[config.mk]
export PLATFORM = sky130hd
export DESIGN_NAME = cpu16_core
export DESIGN_NICKNAME = d
export VERILOG_FILES = /design/src/rtl/cpu16_pkg.sv /design/src/rtl/cpu16_decode.sv /design/src/rtl/cpu16_exec.sv /design/src/rtl/cpu16_core.sv
export SDC_FILE = /design/constraint.sdc
export NUM_CORES = 1
export LEC_CHECK = 0
export ABC_AREA = 1
export BUFFER_PORTS_ARGS = -buffer_cell sky130_fd_sc_hd__buf_2
export CAP_MARGIN = 20
export CORE_MARGIN = 10
export CORE_UTILIZATION = 50
export DETAILED_ROUTE_END_ITERATION = 8
export HOLD_SLACK_MARGIN = 0.02
export PLACE_DENSITY = 0.75
export SETUP_SLACK_MARGIN = 0.02
export SKIP_CTS_REPAIR_TIMING = 1
export SLEW_MARGIN = 20
export SYNTH_ARGS = -nofsm -noshare
export SYNTH_HDL_FRONTEND = slang
export SYNTH_SLANG_ARGS = --single-unit
[constraint.sdc]
create_clock -name clk -period 8.7 [get_ports clk]
set_input_delay 0.87 -clock clk [delete_from_list [all_inputs] [get_ports clk]]
set_output_delay 0.87 -clock clk [all_outputs]
set_load 0.01 [all_outputs]
[src/rtl/cpu16_pkg.sv]
`timescale 1ns/1ps
package cpu16_pkg;
    localparam int unsigned XLEN   = 16;
    localparam int unsigned ILEN   = 16;
    localparam int unsigned NREG   = 16;
    localparam int unsigned RIDX_W = $clog2(NREG);
    localparam int unsigned IMM_W  = 8;
    localparam int unsigned PC_IDX = 14;
    localparam logic [RIDX_W-1:0] PC_SEL = RIDX_W'(PC_IDX);

    typedef enum logic [3:0] {
        OP_NOP   = 4'h0,
        OP_LOAD  = 4'h1,
        OP_STORE = 4'h2,
        OP_ADD   = 4'h3,
        OP_CMP   = 4'hC,
        OP_BEQ   = 4'hD,
        OP_SET   = 4'hE
    } opcode_e;

    typedef struct packed {
        logic              is_set;
        logic              is_load;
        logic              is_store;
        logic              is_add;
        logic              is_cmp;
        logic              is_beq;
        logic [RIDX_W-1:0] rd;
        logic [RIDX_W-1:0] ra;
        logic [RIDX_W-1:0] rb;
        logic [IMM_W-1:0]  imm;
    } decode_t;

    typedef struct packed {
        logic [NREG-1:0][XLEN-1:0] rf;
        logic                      eq;
        logic                      live;
        logic                      held;
        logic [ILEN-1:0]           ir;
    } core_state_t;
endpackage

[src/rtl/cpu16_decode.sv]
`timescale 1ns/1ps
module cpu16_decode
    import cpu16_pkg::*;
(
    input  logic [ILEN-1:0] word,
    input  logic            live,
    output decode_t         dec
);
    localparam int unsigned OPC_LSB = ILEN - 4;

    always_comb begin
        dec     = '0;
        dec.rd  = word[OPC_LSB-1 -: RIDX_W];
        dec.ra  = word[OPC_LSB-RIDX_W-1 -: RIDX_W];
        dec.rb  = word[RIDX_W-1:0];
        dec.imm = word[IMM_W-1:0];
        if (live) begin
            case (opcode_e'(word[ILEN-1:OPC_LSB]))
                OP_SET:   dec.is_set   = 1'b1;
                OP_LOAD:  dec.is_load  = 1'b1;
                OP_STORE: dec.is_store = 1'b1;
                OP_ADD:   dec.is_add   = 1'b1;
                OP_CMP:   dec.is_cmp   = 1'b1;
                OP_BEQ:   dec.is_beq   = 1'b1;
                default:  ;
            endcase
        end
    end
endmodule

[src/rtl/cpu16_exec.sv]
`timescale 1ns/1ps
module cpu16_exec
    import cpu16_pkg::*;
(
    input  logic [XLEN-1:0]  opa,
    input  logic [XLEN-1:0]  opb,
    input  logic [XLEN-1:0]  seq_addr,
    input  logic [IMM_W-1:0] ofs,
    output logic [XLEN-1:0]  sum,
    output logic             same,
    output logic [XLEN-1:0]  br_target
);
    localparam int unsigned EXT_W = XLEN - IMM_W - 1;

    always_comb begin
        sum       = opa + opb;
        same      = (opa == opb);
        br_target = seq_addr + {{EXT_W{ofs[IMM_W-1]}}, ofs, 1'b0};
    end
endmodule

[src/rtl/cpu16_core.sv]
`timescale 1ns/1ps
module cpu16_core
    import cpu16_pkg::*;
#(
    parameter logic [XLEN-1:0] RESET_ADDR = '0
) (
    input  logic            clk,
    input  logic            rst,
    input  logic [ILEN-1:0] code_data,
    output logic [XLEN-1:0] code_addr,
    input  logic [XLEN-1:0] mem_rdata,
    output logic [XLEN-1:0] mem_wdata,
    output logic [XLEN-1:0] mem_addr,
    output logic            mem_we,
    output logic            mem_re,
    input  logic            mem_busy
);
    localparam logic [XLEN-1:0] STEP = XLEN'(ILEN / 8);
    localparam int unsigned     ZPAD = XLEN - IMM_W;

    core_state_t       state_q, state_d;
    decode_t           dec;
    logic [ILEN-1:0]   cur_word;
    logic [XLEN-1:0]   val_d, val_a, val_b;
    logic [XLEN-1:0]   sum, br_target;
    logic              same;
    logic              stall;
    logic              wr_en;
    logic [RIDX_W-1:0] wr_idx;
    logic [XLEN-1:0]   wr_val;

    // A stalled instruction is replayed from the hold register, since the
    // code port has already moved on to the word behind it.
    assign cur_word = state_q.held ? state_q.ir : code_data;

    cpu16_decode u_decode (
        .word (cur_word),
        .live (state_q.live),
        .dec  (dec)
    );

    assign val_d = state_q.rf[dec.rd];
    assign val_a = state_q.rf[dec.ra];
    assign val_b = state_q.rf[dec.rb];

    cpu16_exec u_exec (
        .opa       (val_a),
        .opb       (val_b),
        .seq_addr  (state_q.rf[PC_IDX]),
        .ofs       (dec.imm),
        .sum       (sum),
        .same      (same),
        .br_target (br_target)
    );

    assign stall = (dec.is_load | dec.is_store) & mem_busy;

    always_comb begin
        wr_en  = 1'b0;
        wr_idx = dec.rd;
        wr_val = '0;
        if (dec.is_set) begin
            wr_en  = 1'b1;
            wr_val = {{ZPAD{1'b0}}, dec.imm};
        end else if (dec.is_add) begin
            wr_en  = 1'b1;
            wr_val = sum;
        end else if (dec.is_load) begin
            wr_en  = 1'b1;
            wr_val = mem_rdata;
        end
    end

    always_comb begin
        state_d = state_q;
        if (stall) begin
            state_d.held = 1'b1;
            state_d.ir   = cur_word;
        end else begin
            state_d.held           = 1'b0;
            state_d.live           = 1'b1;
            state_d.rf[PC_IDX]     = state_q.rf[PC_IDX] + STEP;
            if (wr_en) begin
                state_d.rf[wr_idx] = wr_val;
                if (wr_idx == PC_SEL) begin
                    state_d.live = 1'b0;
                end
            end
            if (dec.is_cmp) begin
                // compare uses rd and ra as its operands
                state_d.eq = (val_d == val_a);
            end
            if (dec.is_beq && state_q.eq) begin
                state_d.rf[PC_IDX] = br_target;
                state_d.live       = 1'b0;
            end
        end
    end

    always_ff @(posedge clk) begin
        if (rst) begin
            state_q            <= '0;
            state_q.rf[PC_IDX] <= RESET_ADDR;
        end else begin
            state_q <= state_d;
        end
    end

    assign code_addr = state_q.rf[PC_IDX];
    assign mem_we    = dec.is_store;
    assign mem_re    = dec.is_load;
    assign mem_addr  = val_a;
    assign mem_wdata = val_d;
endmodule

Word level (Yosys, flattened, before mapping)
Cells that the tools add are included.

Flip-flop bits (word level): 275. Bits of input ports: 35. Output and inout port bits: 50. Word-level logic and storage cells: 71.

Add/sub/neg operators: 3. Magnitude comparators: 4. Equal/unequal tests: 8. Muxes and demuxes: 29. Bitwise gates (word level): 3. Reductions and logical operators: 4.

Operators by type and width (number): $bwmux W256 (1); $mux W240 (1); $bmux W16 S4 (3); $mux W16 (9); $demux W16 S4 (1); $add A16 B16 Y16 (2); $add A16 B2 Y16 const B (1); $eq A16 B16 Y1 (1); $eq A4 B4 Y1 const B (4); $lt A4 B5 Y1 const B (3); $mux W1 (13); $eq A4 B2 Y1 const B (2); $mux W6 (1); $eq A4 B1 Y1 const B (1); $ge A4 B1 Y1 const B (1); $reduce_and A2 Y1 (2); $logic_and A1 B1 Y1 (2); $and A1 B1 Y1 (1); $not A1 Y1 (1); $or A1 B1 Y1 (1).

Depth between registers and ports, before layout
Gate-level depths: netlist (run 1).

Depth in word-level cells: 10. Gate-level depth with buffers: 30. Gate-level depth less buffers: 27.

Hierarchy
A second synthesis (run 1) with hierarchy kept.

Cell total of the unflattened synthesis: 3284. Area, all modules: 19525.0 um^2.

By module, submodules not included: cpu16_core (times used 1, cells an instance 2906, area each 17525.6 um^2, seq. area each 5505.3 um^2); cpu16_exec (times used 1, cells an instance 342, area each 1786.7 um^2, seq. area each 0.0 um^2); cpu16_decode (times used 1, cells an instance 36, area each 212.7 um^2, seq. area each 0.0 um^2).

Least setup slack after synthesis (run 1)
OpenSTA, ideal clock, no wires.

Kind: input -> register. Start: input port code_data[0]. End: register state_q[113] in the netlist's numbering. Setup time: 122 ps. Arrival time: 4440 ps. Data required time: 8578 ps. Path slack: 4138 ps. Cell stages on the path: 24. Buffers on the path: 6. Path through: nand2_2 > nand2_2 > buf_2 > buf_2 > buf_2 > clkbuf_1 > clkbuf_1 > o211ai_1 > nand3_1 > nand3_1 > nand2_1 > inv_1 > ha_1 > a21oi_1 > nor2_1 > a211oi_1 > nor2_1 > a2111oi_0 > o21ai_2 > nand2_1 > nand2_1 > o21ai_4 > buf_6 > a21oi_2.

Cells in the longest elaborated chain, start to end: 7.

Ends and longest elaborated chain: start, declared (RTL line cpu16_core.sv:9) `input logic [ILEN-1:0] code_data,`; $mux W16 (RTL line cpu16_core.sv:34) `assign cur_word = state_q.held ? state_q.ir : code_data;`; $bmux W16 S4 (RTL line cpu16_core.sv:44) `assign val_b = state_q.rf[dec.rb];`; $mux W16 (not written as such) (RTL line cpu16_core.sv:44); $add A16 B16 Y16 (RTL line cpu16_exec.sv:16) `sum = opa + opb;`; $mux W16 (RTL line cpu16_core.sv:65) `end else if (dec.is_add) begin`; $mux W16 (RTL line cpu16_core.sv:62) `if (dec.is_set) begin`; $bwmux W256 (RTL line cpu16_core.sv:84) `state_d.rf[wr_idx] = wr_val;`; end signal, assigned (RTL line cpu16_core.sv:105) `state_q <= state_d;`; end, declared (RTL line cpu16_core.sv:21) `core_state_t state_q, state_d;`.

No other way between the ends. The select of a mux whose other input is x is not followed. A chain may end at the register's enable or synchronous reset.

Worst setup path in the final report (run 1)
Start: register state_q[16] in the netlist's numbering. End: register state_q (netlist bit code_addr[14]).

Cells in the longest elaborated chain, start to end: 10. Elaborated cells between the ends (all ways): 35. Those cells by class: add/sub (2); order compare (2); eq/ne (5); mux (22); bitwise (2); reduce/logical (2).

Ends and longest elaborated chain (RTL line): $mux W16 (*) (cpu16_core.sv:34); branches (longest 9 deep; another with $add A16 B16 Y16).

Every way passes the cells marked *. The select of a mux whose other input is x is not followed.

==> key figures, run 1 <==
Run status
  – Outcome: complete, no violations

Layout
  – # fillers: 3780
  – Post-Layout Cell Count: approximately 3300
  – N_diodes: 0
  – Final core utilization: a little over half
  – Nets: 2878
  – Share of post-route cells with drive strength above 1: a little under an eighth
  – Synth-to-layout area growth: 6.188%

STA
  – Final worst-path cycle share: 66.11%
  – Final-report max-slew violation count: 0
  – Final hold violations: 0
  – Fin crit period: 5752 ps
  – Achievable Freq: about 170 MHz
  – Headroom to the max-slew limit: 25.04%
  – Actual slew at the worst max-slew pin: about 1100 ps
  – WHS: 452.6 ps
  – Worst Skew: 16.15 ps
  – Setup_tns: 0 ps
  – RSZ-0062 raised after global routing: false
  – Setup violators final: 0

Synthesis
  – Post-synthesis sequential area ratio: 28.78%
  – Largest family of logic cells by synthesized area: compound AO/OA/AOI/OAI gates
  – Synth Area in XOR/XNOR: 1.099%
  – Syn_area_per_cell: between 6 and 7 µm²
  – Top FF cell, synth: dfxtp_1
  – Simple-Gate Fraction of Synth Area: 16.33%
  – Mapped Cells: between 2000 and 3000
  – Syn_nets: about 3000
  – Synth Register Bits: 275
  – Synth Area in Compound Gates: a little under two fifths
  – Mapped Area: ~19000 µm²
  – Mux share of post-synthesis cell area: 0%
  – Synth Warn #: 0
  – Number of synthesized flops with an enable pin: 0
  – Post-Synth Adder-Cell Area: under 10%
  – Post-synth ARST share: 0%
  – Synth unique cells: 53

Critical path
  – CP endpoint kind: register
  – CP Data Arrival Time: approximately 6200 ps
  – Data required, critical path: a little over 9000 ps
  – Critical path startpoint category: register
  – Maximum fanout along the worst path: 140
  – CP Class: reg -> reg

Job
  – Maxcap violations: 0

Clocking
  – Num CTS Buffers: 31
  – Reg clk slew, reported paths: roughly 60 ps
  – CTS sink count: about 280
  – CTS tree: done
  – Worst-skew pair later-pin latency: a little under 600 ps
  – Root buffer cell: clkbuf_16
  – H-tree Lvls: 1
  – Longest Clk Path Bufs: 3

GRT
  – Met3 Use GR: around 6.7%
  – Total track usage: 30.64%
  – Vias in the first global route: slightly below 20000
  – Total overflow reported by the global router: 0
  – Initial antenna violation count: 1
  – Largest net degree at the start of global routing: between 150 and 200
  – Met2 GRT Util: 46.00%
  – First-pass GRT wire length: approximately 110000 µm
  – Met1 usage: roughly 40%
  – GRT busiest layer: met2

Die
  – Rows: a little over 70
  – Chip height: between 200 and 250 µm
  – Die area: around 46000 µm²
  – Starting density of the core: ~51%
  – I/O pin cnt: between 80 and 90
  – Die Width: roughly 220 µm
  – Core ar.: roughly 38000 µm²

Place
  – Placed Instances: 3289
  – IO buf count: 84
  – Final Wtd Congestion: ~1.1
  – Detailed Place HPWL: between 40000 and 50000 µm

Routing
  – WL final: around 75000 µm
  – Average routed wire per standard cell: approximately 23 µm
  – Vias per inst: ~6.5
  – Initial DRC count: about 3300
  – Routed vias: ~22000
  – DR pass1 iterations: 7
  – Antenna Nets Post-Route: 0
  – DRC viols: 0

Power and ir drop
  – Peak supply drop: roughly 0.16 mV
  – Leakage: 8.213 nW
  – Power density over the cells: about 170 nW/µm²

Hold path
  – Worst hold path type: reg -> reg
-- where the power goes --
| part | internal [mW] | switching (mW) |
|---|---|---|
| Sequential | 1.27 | 0.0171 |
| Clock | 0.834 | 0.577 |
| Combinational | 0.190 | 0.481 |
-- state kept, by name, summed over array words and instances, names as in the netlist --
register / cells
code_addr: 16
state_q: 259
-- metrics by stage --
step	setup slack (ps)	cell area, µm²	power, mW
global placement	3127	19210	1.942
global route	2518	20310	3.465
finish	2948	20310	3.371
detailed placement	2909	19210	1.951
floorplan	4138	19130	1.759
CTS	3151	20290	3.338
-- worst paths after layout --
path | from | to | cells after the start | slack, ps
worst max-delay path | state_q[16] | code_addr[14] | 22 | 2950
worst min-delay path | state_q[15] | state_q[15] | 2 | 450
worst max register to register | state_q[16] | code_addr[14] | 22 | 2950
worst min register to register | state_q[15] | state_q[15] | 2 | 450
-- Yosys cell counts (22+ instances only) --
cell,number,area share (%)
a21oi_2,62,2.8
nand2_1,333,6.5
nor2_1,108,2.1
inv_1,345,6.8
clkbuf_1,85,1.7
dfxtp_1,275,29
o211ai_1,86,3.4
buf_2,96,2.5
inv_2,27,0.53
o21ai_1,54,1.4
a21oi_1,366,9.6
ha_1,30,2.0
o22ai_1,113,3.7
nand3_1,183,4.8
xor2_1,22,1.0
o221ai_1,28,1.3
buf_4,27,1.1
o21bai_1,23,0.90
o21ai_0,484,13
-- logic make-up after synthesis --
kind of cell,count (synthesis)
compound gates,1256
simple gates,699
buf+inv,615
flops,275
fa+ha+maj,31
xor+xnor,24
-- per-layer routing --
metal  up-vias  share of wire, %  wire length (µm)
met5         -                 0                 0
met4         0               6.3              4752
met3       350                13              9786
met2      1582                43             32160
met1      9846                38             28610
li1       9808                 -                 -
-- layout make-up --
cell class | instances | area [µm²] | share of cell area [%]
clock buffers | 41 | 893.4 | 4.398
clock inverters | 14 | 183.9 | 0.9056
inverters | 375 | 1414 | 6.961
multi-input cells | 2010 | 10960 | 53.98
flip-flops and latches | 275 | 5505 | 27.11
well taps | 511 | 639.4 | 3.148
repair buffers | 119 | 711.9 | 3.505
-- critical path: stages, from the launching register on --
cell and delay [ps]:
dfxtp_1 500, nand2_1 340, nand2_8 660, buf_4 860, a21oi_1 120, o21ai_0 110, nand2_1 80, o221ai_1 320
nand2_1 100, inv_1 80, ha_1 270, nand2_1 110, nor2_1 60, a211oi_1 290, nor2_1 70, a2111oi_0 450
o21ai_2 130, nand2_1 80, nand2_1 80, o21ai_4 530, nand2_1 100, nand2_1 80, a21oi_1 60
-- layout by cell type, fill, tap and decap left out, drive strengths merged, types with 9 or more instances in the layout --
cell type	Yosys	layout
nor2	125	125
o221ai	28	28
clkbuf	86	41
dfxtp	275	275
nand2	355	355
o21ai	550	550
clkinv	3	9
inv	372	372
o211ai	86	86
buf	154	119
ha	30	30
o22ai	113	113
nand3	191	191
nor3	13	13
a21oi	428	428
o21bai	24	24
xor2	22	22
Note: power is estimated with default switching activity, not from simulation.
==> run 2: changes to the inputs <==
==> constraint.sdc (replaced) <==
create_clock -name clk -period 5.5 [get_ports clk]
set_input_delay 0.55 -clock clk [delete_from_list [all_inputs] [get_ports clk]]
set_output_delay 0.55 -clock clk [all_outputs]
set_load 0.01 [all_outputs]
==> key figures, run 2 (synthesis gave the netlist of run 1 again) <==
Run status
  – Outcome: complete, no violations

STA
  – Fin crit period: 5046 ps (-705.6 ps)
  – Actual slew at the worst max-slew pin: 1239 ps (+114.6 ps)
  – Headroom to the max-slew limit: 17.32% (-7.7 points)
  – Worst Skew: 37.26 ps (+21.11 ps)
  – Final hold violations: 0 (unchanged)
  – Achievable Freq: 198.2 MHz (+14%)
  – Final-report max-slew violation count: 0 (unchanged)
  – Setup_tns: 0 ps (unchanged)
  – RSZ-0062 raised after global routing: false
  – WHS: 273.3 ps (-179.3 ps)
  – Setup violators final: 0 (unchanged)
  – Final worst-path cycle share: 91.75% (+26 points)

Power and ir drop
  – Leakage: 8.397 nW (+2.2%)
  – Peak supply drop: 0.2515 mV (+61%)
  – Power density over the cells: 255.0 nW/µm² (+54%)
  – Total Power: 5.250 mW (+56%)

Die
  – Die area: 46480 µm² (unchanged)
  – Rows: 71 (unchanged)
  – Starting density of the core: 50.78% (unchanged)
  – I/O pin cnt: 85 (unchanged)
  – Die Width: 215.6 µm (unchanged)
  – Core ar.: 37670 µm² (unchanged)
  – Chip height: 215.6 µm (unchanged)

Critical path
  – Delay-heaviest family, CP: compound AO/OA/AOI/OAI gates
  – Maximum fanout along the worst path: 53 (-62%)
  – Critical path startpoint category: register
  – Worst path buffer plus inverter count: 4 (+2)
  – Most common cell on crit path: nand2_1
  – CP max stage delay: 640 ps (-220 ps)
  – CP Data Arrival Time: 5490 ps (-730 ps)
  – Crit path max-delay cell type: buf_4
  – CP Class: reg -> reg
  – CP endpoint kind: register
  – Data required, critical path: 5950 ps (-3220 ps)
  – Crit path cell chain: buf_4 > nand2_1 > o21ai_4 > buf_4 > o21ai_0 > a21oi_1 > o221ai_1 > nand2_1 > inv_1 > ha_1 > nand2_1 > nor2_1 > a211oi_1 > nor2_1 > a2111oi_0 > o21ai_2 > nand2_1 > nand2_1 > o21ai_4 > buf_12 > a21oi_1

Routing
  – WL final: 77970 µm (+3.5%)
  – Average routed wire per standard cell: 23.05 µm (+2.4%)
  – Vias per inst: 6.445 (-0.13%)
  – Antenna Nets Post-Route: 0 (unchanged)
  – DRC viols: 0 (unchanged)
  – Initial DRC count: 3519 (+6.1%)
  – Routed vias: 21800 (+1.0%)
  – DR pass1 iterations: 6 (-1)

Clocking
  – Num CTS Buffers: 31 (unchanged)
  – Root buffer cell: clkbuf_16
  – Longest Clk Path Bufs: 3 (unchanged)
  – H-tree Lvls: 1 (unchanged)
  – Reg clk slew, reported paths: 60 ps (about the same)
  – CTS tree: done
  – Worst-skew pair later-pin latency: 610 ps (+20 ps)
  – CTS sink count: 275 (unchanged)

Layout
  – Reg with most FFs: state_q
  – Most common cell after layout, fill and taps aside: o21ai_0
  – Post-Layout Cell Count: 3383 (+1.1%)
  – Synth-to-layout area growth: 7.634%
  – Share of post-route cells with drive strength above 1: 12.47% (+0.94 points)
  – Max reg flops: 259 (unchanged)
  – Highest-count cells in the layout ignoring fill and taps: o21ai_0 (484), a21oi_1 (366), inv_1 (344), nand2_1 (332), dfxtp_1 (275)
  – # fillers: 3748 (-0.85%)
  – Final core utilization: 54.66% (+0.73 points)
  – Nets: 2916 (+1.3%)
  – Seq. cell area: 5505 µm² (unchanged)
  – Multi-input logic area: 10970 µm² (+0.10%)

Hold path
  – Worst hold path type: in -> reg

GRT
  – Largest net degree at the start of global routing: 130 (-23%)
  – Total overflow reported by the global router: 0 (unchanged)
  – Total track usage: 31.52% (+0.88 points)
  – Initial antenna violation count: 0 (-1)
  – Vias in the first global route: 19770 (+1.2%)
  – First-pass GRT wire length: 117000 µm (+2.3%)

Place
  – Detailed Place HPWL: 52550 µm (+9.9%)
  – Final Wtd Congestion: 0.9869 (-7.9%)
  – IO buf count: 84 (unchanged)
  – Placed Instances: 3326 (+1.1%)

Job
  – Maxcap violations: 0 (unchanged)
## run 2: cell count changes in the layout (fill, tap and decap cells not counted), sizes merged
| cell | before | now |
|---|---|---|
| clkinv | 9 | 10 |
| bufinv | 4 | 3 |
| inv | 372 | 373 |
| nand2 | 355 | 356 |
| clkbuf | 41 | 42 |
| clkinvlp | 4 | 0 |
| diode | 0 | 2 |
| buf | 119 | 156 |
## run 2: final cells by class
cell class / count / area share [%]
multi-input cells: 2011 / 53.31
flip-flops and latches: 275 / 26.74
inverters: 375 / 6.855
repair buffers: 156 / 5.154
clock buffers: 42 / 4.163
well taps: 511 / 3.106
clock inverters: 11 / 0.6503
diodes: 2 / 0.02431
## run 2: routing by layer
metal	share of wire (%)	global-route usage (%)	up-vias
met5	0	0	-
met4	6.4	18.80	0
met3	11	4.951	322
met2	44	49.30	1543
met1	38	40.29	10050
li1	-	-	9888
## run 2: per-stage QoR
stage	worst slack, ps	instance area [µm²]
after floorplan	1258	19130
after global placement	568.1	19560
after detailed placement	401.5	19560
after CTS	381.1	20550
after global routing	153.7	20580
final	454.0	20590
## run 2: report_power, final
part           total, mW  switching [mW]  internal, mW
logic               1.10           0.779         0.324
clock network       2.11           0.891          1.22
registers           2.04          0.0258          2.01
total               5.25            1.70          3.55
## run 2: tightest hold or removal path, delay by kind of cell
family	cells	cell delay [ps]
AOI/OAI and AO/OA	2	210
buffers and inverters	1	90
## run 2: path summary, 6_finish.rpt
kind | startpoint | to | slack [ps] | cells after the start
max | state_q[16] | state_q[97] | 450 | 21
min | code_data[12] | state_q[12] | 270 | 3
max reg2reg | state_q[16] | state_q[97] | 450 | 21
min reg2reg | state_q[15] | state_q[15] | 450 | 2
